==> src/rtl/uart_irq_pkg.sv <==
package uart_irq_pkg;

    localparam int unsigned NUM_SRC  = 7;
    localparam int unsigned SRC_W    = $clog2(NUM_SRC);
    localparam int unsigned CODE_W   = 6;
    localparam int unsigned STAT_W   = 8;
    localparam int unsigned FIRST_EXT = 5;

    typedef enum logic [SRC_W-1:0] {
        SRC_LINE  = 3'd0,
        SRC_RXTO  = 3'd1,
        SRC_RXRDY = 3'd2,
        SRC_TXMT  = 3'd3,
        SRC_MODEM = 3'd4,
        SRC_CHAR  = 3'd5,
        SRC_FLOW  = 3'd6
    } src_e;

    localparam logic [CODE_W-1:0] CODE_NONE = 6'b000001;

    typedef struct packed {
        logic tx;
        logic xoff;
        logic spc;
        logic flow;
    } sticky_t;

    function automatic logic [CODE_W-1:0] src_code(input logic [SRC_W-1:0] s);
        case (s)
            SRC_LINE:  src_code = 6'b000110;
            SRC_RXTO:  src_code = 6'b001100;
            SRC_RXRDY: src_code = 6'b000100;
            SRC_TXMT:  src_code = 6'b000010;
            SRC_MODEM: src_code = 6'b000000;
            SRC_CHAR:  src_code = 6'b010000;
            SRC_FLOW:  src_code = 6'b100000;
            default:   src_code = CODE_NONE;
        endcase
    endfunction

endpackage

==> src/rtl/uart_irq_arb.sv <==
module uart_irq_arb #(
    parameter int unsigned N   = 7,
    localparam int unsigned IW = $clog2(N)
) (
    input  logic [N-1:0]  pend_i,
    output logic [IW-1:0] sel_o,
    output logic          any_o
);

    // Lowest index wins: walk from the bottom of the priority list upward.
    always_comb begin
        sel_o = '0;
        any_o = 1'b0;
        for (int i = N - 1; i >= 0; i--) begin
            if (pend_i[i]) begin
                sel_o = IW'(i);
                any_o = 1'b1;
            end
        end
    end

endmodule

==> src/rtl/uart_irq_flags.sv <==
module uart_irq_flags
    import uart_irq_pkg::*;
(
    input  logic    clk_i,
    input  logic    rst_ni,
    input  logic    tx_empty_i,
    input  logic    tx_write_i,
    input  logic    xoff_hit_i,
    input  logic    spc_hit_i,
    input  logic    flow_drop_i,
    input  logic    rx_char_i,
    input  logic    clr_tx_i,
    input  logic    clr_char_i,
    input  logic    clr_flow_i,
    output sticky_t flags_o
);

    sticky_t flags_d, flags_q;

    // Set terms are OR-ed last so a set always beats a clear in the same cycle.
    always_comb begin
        flags_d      = flags_q;
        flags_d.tx   = tx_empty_i  | (flags_q.tx   & ~clr_tx_i & ~tx_write_i);
        flags_d.xoff = xoff_hit_i  | (flags_q.xoff & ~clr_char_i);
        flags_d.spc  = spc_hit_i   | (flags_q.spc  & ~clr_char_i & ~rx_char_i);
        flags_d.flow = flow_drop_i | (flags_q.flow & ~clr_flow_i);
    end

    always_ff @(posedge clk_i or negedge rst_ni) begin
        if (!rst_ni) begin
            flags_q <= '0;
        end else begin
            flags_q <= flags_d;
        end
    end

    assign flags_o = flags_q;

endmodule

==> src/rtl/uart_irq_prio.sv <==
module uart_irq_prio
    import uart_irq_pkg::*;
(
    input  logic               clk_i,
    input  logic               rst_ni,
    input  logic [NUM_SRC-1:0] src_en_i,
    input  logic               efe_i,
    input  logic               fifo_en_i,
    input  logic               line_req_i,
    input  logic               rxto_req_i,
    input  logic               rxrdy_req_i,
    input  logic               modem_req_i,
    input  logic               tx_empty_i,
    input  logic               tx_write_i,
    input  logic               xoff_hit_i,
    input  logic               spc_hit_i,
    input  logic               flow_drop_i,
    input  logic               rx_char_i,
    input  logic               isr_rd_i,
    output logic [STAT_W-1:0]  isr_o,
    output logic               irq_o
);

    sticky_t            sticky_q;
    logic [NUM_SRC-1:0] raw_req;
    logic [NUM_SRC-1:0] pend;
    logic [SRC_W-1:0]   sel;
    logic               any;
    logic               rd_hit;

    assign raw_req[SRC_LINE]  = line_req_i;
    assign raw_req[SRC_RXTO]  = rxto_req_i;
    assign raw_req[SRC_RXRDY] = rxrdy_req_i;
    assign raw_req[SRC_TXMT]  = sticky_q.tx;
    assign raw_req[SRC_MODEM] = modem_req_i;
    assign raw_req[SRC_CHAR]  = sticky_q.xoff | sticky_q.spc;
    assign raw_req[SRC_FLOW]  = sticky_q.flow;

    // Classic sources need only their enable; extended ones also need efe_i.
    for (genvar g = 0; g < NUM_SRC; g++) begin : g_mask
        if (g >= FIRST_EXT) begin : g_ext
            assign pend[g] = raw_req[g] & src_en_i[g] & efe_i;
        end else begin : g_base
            assign pend[g] = raw_req[g] & src_en_i[g];
        end
    end

    uart_irq_arb #(.N(NUM_SRC)) u_arb (
        .pend_i (pend),
        .sel_o  (sel),
        .any_o  (any)
    );

    assign rd_hit = isr_rd_i & any;

    uart_irq_flags u_flags (
        .clk_i       (clk_i),
        .rst_ni      (rst_ni),
        .tx_empty_i  (tx_empty_i),
        .tx_write_i  (tx_write_i),
        .xoff_hit_i  (xoff_hit_i),
        .spc_hit_i   (spc_hit_i),
        .flow_drop_i (flow_drop_i),
        .rx_char_i   (rx_char_i),
        .clr_tx_i    (rd_hit & (sel == SRC_TXMT)),
        .clr_char_i  (rd_hit & (sel == SRC_CHAR)),
        .clr_flow_i  (rd_hit & (sel == SRC_FLOW)),
        .flags_o     (sticky_q)
    );

    assign isr_o = {{2{fifo_en_i}}, any ? src_code(sel) : CODE_NONE};
    assign irq_o = any;

endmodule

==> config.mk <==
export PLATFORM = sky130hd
export DESIGN_NAME = uart_irq_prio
export DESIGN_NICKNAME = d
export VERILOG_FILES = /design/src/rtl/uart_irq_pkg.sv /design/src/rtl/uart_irq_arb.sv /design/src/rtl/uart_irq_flags.sv /design/src/rtl/uart_irq_prio.sv
export SDC_FILE = /design/constraint.sdc
export NUM_CORES = 1
export LEC_CHECK = 0
export BUFFER_PORTS_ARGS = -buffer_cell sky130_fd_sc_hd__buf_2
export CORE_AREA = 2 2 39 41
export DETAILED_ROUTE_END_ITERATION = 12
export DIE_AREA = 0 0 41 43
export SETUP_SLACK_MARGIN = 0.05
export SLEW_MARGIN = 20
export SYNTH_ARGS = -nofsm -noshare
export SYNTH_HDL_FRONTEND = slang
export SYNTH_SLANG_ARGS = --single-unit
==> constraint.sdc <==
create_clock -name clk_i -period 1.4 [get_ports clk_i]
set_input_delay 0.28 -clock clk_i [delete_from_list [all_inputs] [get_ports clk_i]]
set_output_delay 0.28 -clock clk_i [all_outputs]
set_load 0.02 [all_outputs]
After elaboration in Yosys (flattened, before gate mapping)
Index checks and enable logic that the tools add are counted.
Widths: inputs -> output; s select.
{ "totals": {"register_bits": 4, "word_cells": 56, "output_inout_bits": 9, "in_bits": 22} }
{ "op_classes": {"eq_ne": 6, "n_bitwise": 29, "reduce_logical": 1, "muxes": 16} }
{ "ops": {"columns": ["operator", "n"], "rows": [
  ["$pmux 6 s7", 1],
  ["$mux 3", 7],
  ["$and 1x1->1", 19],
  ["$eq 3x3->1 const B", 3],
  ["$mux 1", 7],
  ["$eq 3x2->1 const B", 2],
  ["$mux 6", 1],
  ["$not 1->1", 5],
  ["$or 1x1->1", 5],
  ["$eq 3x1->1 const B", 1],
  ["$logic_not 3->1", 1]
]} }

Logic depth before layout (Yosys ltp)
{ "logic_depth": {"ltp_word": 15, "ltp_mapped": 3, "depth_no_buf": 3} }

Modules after synthesis
A second synthesis with hierarchy kept.
{ "hier_totals": {"cells_unflattened": 45, "hier_area_um2": 361.6} }
{ "modules_own_cells": {"columns": ["mod", "seq_area_each_um2", "cells_per_inst", "area_per_inst_um2", "instances"], "rows": [
  ["uart_irq_prio", 0.0, 22, 148.9, 1],
  ["uart_irq_flags", 100.1, 12, 146.4, 1],
  ["uart_irq_arb", 0.0, 11, 66.3, 1]
]} }

Worst setup path after synthesis
OpenSTA, ideal clock, no wires.
{ "synth_path": {"path_type": "register to output", "start": "reg u_flags.flags_q (netlist bit u_flags.flags_o[1])", "end": "out isr_o[3]", "path_stages_with_launch": 4, "n_path_buf": 0, "arrival_ps": 1368, "required_time_ps": 1120, "path_slack_ps": -248, "cell_sequence": "dfrtp_1 -> o211ai_4 -> nand4_1 -> a221oi_1"} }
{ "synth_via": {"elab_chain_cells": 12, "word_cells_on_any_way": 24, "classes_between": "eq/ne (6); mux (14); bitwise (3); reduce/logical (1)"} }
{ "synth_rtl": {"columns": ["element", "line_no", "rtl"], "rows": [
  ["from (decl)", "uart_irq_flags.sv:18", "sticky_t flags_d, flags_q;"],
  ["from (signal assigned)", "uart_irq_flags.sv:33", "flags_q <= flags_d;"],
  ["$or 1x1->1 (*)", "uart_irq_prio.sv:36", "assign raw_req[SRC_CHAR] = sticky_q.xoff | sticky_q.spc;"],
  ["$and 1x1->1 (*) (2 in series)", "uart_irq_prio.sv:42", "assign pend[g] = raw_req[g] & src_en_i[g] & efe_i;"],
  ["$mux 3 (6 in series)", "uart_irq_arb.sv:15", "if (pend_i[i]) begin"],
  ["$eq 3x3->1 (tied with other cells)", "uart_irq_pkg.sv:29", "case (s)"],
  ["$pmux 6 s7", "uart_irq_pkg.sv:29", null],
  ["$mux 6 (*)", "uart_irq_prio.sv:71", "assign isr_o = {{2{fifo_en_i}}, any ? src_code(sel) : CODE_NONE};"],
  ["to (decl)", "uart_irq_prio.sv:20", "output logic [STAT_W-1:0] isr_o,"]
]} }
Mark *: on every way between the ends. The rest lies on a longest branch, timed or not.

Final worst setup path
Same ends and word-level chain as after synthesis.

==> impl_metrics.py <==
metrics = {
    "clock_network": {
        "ctsHtreeMaxLevel": 1,
        "clkTransAtPathRegs_ns": 0.04,
        "cts_buf_count": 3,
        "cts.root.buffer_cell": "clkbuf_4",
        "numClockSinks": 4,
        "tritoncts_clock_tree": "done",
        "ctsLongestPathBuffers": 2,
        "clk_latency_ns": 0.23,
    },
    "grt": {
        "grt_remaining_overflow": 0,
        "first_global_vias": 502,
        "globalRouteTotalUtil_pct": 16.94,
        "grt_antenna_before_repair": 0,
        "grt_start_max_net_pins": 6,
        "wire_length_of_the_first_global_routing_pass_mm": 1.959,
    },
    "sta": {
        "final_period_minus_worst_setup_slack_ns": 1.742,
        "finalSetupViolations": 6,
        "setup-tns-final_ns": -1.481,
        "period_share_pct": 124.4,
        "maxSlewHeadroom_pct": 86.46,
        "max_slew.worst_pin.slew_ns": 0.2021,
        "hold_slack_ns": 0.2391,
        "grt_setup_unrepaired": "true",
        "worst_clock_skew_ns": 0.0002764,
        "timing_hold_violations_final": 0,
        "max_freq_mhz": 574.0,
        "pins_over_their_slew_limit": 0,
        "final_worst_setup_slack_ns": -0.3421,
    },
    "power_and_ir_drop": {
        "relative_contribution_of_combinational_cells_to_total_power_pct": 45.9,
        "power_switching_uw": 152.7,
        "p_seq_share_pct": 25.9,
        "switching_share_pct": 30.78,
        "power.internal_uw": 343.5,
        "max-vdd-ir-drop_uv": 395.4,
        "powerDensity_nw_per_um2": 662.1,
        "p_leak_uw": 0.0003606,
        "share_clk_of_total_power_pct": 28.2,
    },
    "setup_path": {
        "worst-setup-path-type": "flip-flop to primary output",
        "cp_cell_sequence": "o211ai_4, nand4_1, a221oi_4, buf_6",
        "required_ns": 1.12,
        "worstPathMaxFanout": 5,
        "critPathMaxStageDelay_ns": 0.40,
        "worstSetupStartpointType": "flip-flop",
        "standard_cell_with_the_maximum_stage_delay_on_the_critical_path": "dfrtp_1",
        "cp-end-kind": "primary output",
        "crit_arrival_ns": 1.46,
    },
    "yosys": {
        "synthesis.nets": 64,
        "yosysSeqAreaShare_pct": 26.40,
        "edff_count_synth": 0,
        "synthFlopType": "dfrtp_1",
        "ys_seq_elements": 4,
        "synthDistinctLibCells": 24,
        "netlist_area_sq_um": 379.1,
        "syn_inst": 42,
        "mean_cell_area_of_the_mapped_netlist_sq_um": 9.027,
        "synth-warning-count": 0,
        "postSynth.asyncResetShare_pct": 100.0,
    },
    "drt": {
        "detail_route.first_pass.iterations": 2,
        "drt_drc_violations_left": 0,
        "dr_total_vias": 523,
        "totalWireLength_mm": 1.254,
        "post_drt_wl_per_cell_um": 12.06,
        "drtIter0Drc": 3,
        "avgViaCountPerCell": 5.029,
        "route.antenna.remaining_nets": 0,
    },
    "finish": {
        "post_route_cells_drive_above_1_share_pct": 68.18,
        "final_net_count": 112,
        "area_delta_synth_final_pct": 97.69,
        "insertedDiodeCount": 0,
        "final-instance-count-excl-fill": 104,
        "flip_flop_count_of_the_largest_register_all_copies_and_words_added": 4,
    },
    "placement": {
        "placed_cells_incl_taps": 93,
        "place_worst_setup_slack_ns": -0.1735,
        "placer_congestion_estimate": 0.6937,
        "port_buffers": 27,
        "detailed_place_hpwl_um": 995.7,
    },
    "die": {
        "io_pins": 31,
        "num_rows": 14,
        "floorplan.core_area_sq_um": 1384,
        "dieWidth_um": 41,
        "start_util_pct": 27.40,
        "full_die_area_sq_um": 1763,
        "die-height_um": 43,
    },
    "worst_hold_path": {
        "hold_path_class": "input port to flip-flop",
    },
    "run_status": {
        "violations": "setup timing",
        "outcome": "complete, but fails checks",
    },
    "flow_run": {
        "maxCapViolCount": 0,
    },
}
cells in the final DEF (no fill, tap or decap), drive strengths merged, types with 2 or more instances in the layout:
cell type / count
nand2: 6
and2: 3
buf: 44
a22oi: 2
clkbuf: 3
inv: 2
nand4: 4
dfrtp: 4
nor2b: 2
a41oi: 2
nor2: 2
power by group through the flow:
stage | combinational (uW) | clock (uW) | sequential, uW
after floorplan | 96.0 | 0 | 129
after global placement | 180 | 0 | 129
after detailed placement | 182 | 0 | 130
after CTS | 220 | 149 | 128
after global routing | 247 | 160 | 129
final | 228 | 140 | 129
worst max-delay path, delay by kind of cell (launching register included):
family | cells | cell delay, ns
compound gates | 2 | 0.50
flops | 1 | 0.40
buf+inv | 1 | 0.15
simple gates | 1 | 0.19
cell type report:
cell class	instances	area, sq um
repair buffers	45	300.3
multi-input cells	34	299.0
clock buffers	3	22.52
inverters	2	7.507
fillers	148	634.4
well taps	16	20.02
flip-flops and latches	4	100.1
stage by stage:
stage	util, %	instance area, sq um	power [uW]
after floorplan	-	401.6	224.7
after global placement	44.57	616.8	309.5
after detailed placement	44.57	616.8	312.1
after CTS	52.53	726.9	497.2
after global routing	54.16	749.5	536.7
final	54.16	749.5	496.2
per-layer routing:
metal / wire (um) / GRT usage (%) / up-vias
li1: - / - / 260
met1: 468 / 15.96 / 247
met2: 721 / 29.69 / 14
met3: 50 / 4.712 / 2
met4: 15 / 10.00 / 0
met5: 0 / 0 / -
kinds of logic after synthesis:
| kind of cell | share of synthesized area (%) |
|---|---|
| AOI/OAI and AO/OA | 35.64 |
| buffers and inverters | 5.940 |
| DFF | 26.40 |
| and+or+nand+nor | 32.01 |
cell usage after synthesis, drive strengths merged, types with 2 or more instances:
| master | n | area share, % |
|---|---|---|
| nor2 | 2 | 2.0 |
| nand4 | 4 | 8.3 |
| buf | 2 | 4.0 |
| nor2b | 2 | 3.3 |
| dfrtp | 4 | 26 |
| a41oi | 2 | 4.6 |
| inv | 2 | 2.0 |
| a22oi | 2 | 6.6 |
| and2 | 3 | 5.0 |
| nand2 | 6 | 5.9 |
final timing paths:
check | startpoint | to | slack, ns | depth (start not counted)
max in group asynchronous | rst_ni | u_flags.flags_o[3]$_DFF_PN0_ | 0.91 | 2
max reg2reg | u_flags.flags_o[1]$_DFF_PN0_ | u_flags.flags_o[0]$_DFF_PN0_ | 0.03 | 4
max | u_flags.flags_o[1]$_DFF_PN0_ | isr_o[3] | -0.34 | 4
min | tx_empty_i | u_flags.flags_o[3]$_DFF_PN0_ | 0.24 | 2
min reg2reg | u_flags.flags_o[0]$_DFF_PN0_ | u_flags.flags_o[0]$_DFF_PN0_ | 0.54 | 1
min in group asynchronous | rst_ni | u_flags.flags_o[0]$_DFF_PN0_ | 0.37 | 2
repair_timing:
action                                  in CTS  in global routing
hold buffers                                 1                  0
endpoints found under the setup margin       6                  9
pin swaps                                    5                  5
setup buffers                                5                  3
cloned                                       0                  0
gates resized for setup                     13                  1
hold endpoints to repair                     4                  0
No activity file was read; power rests on OpenSTA's default activity.
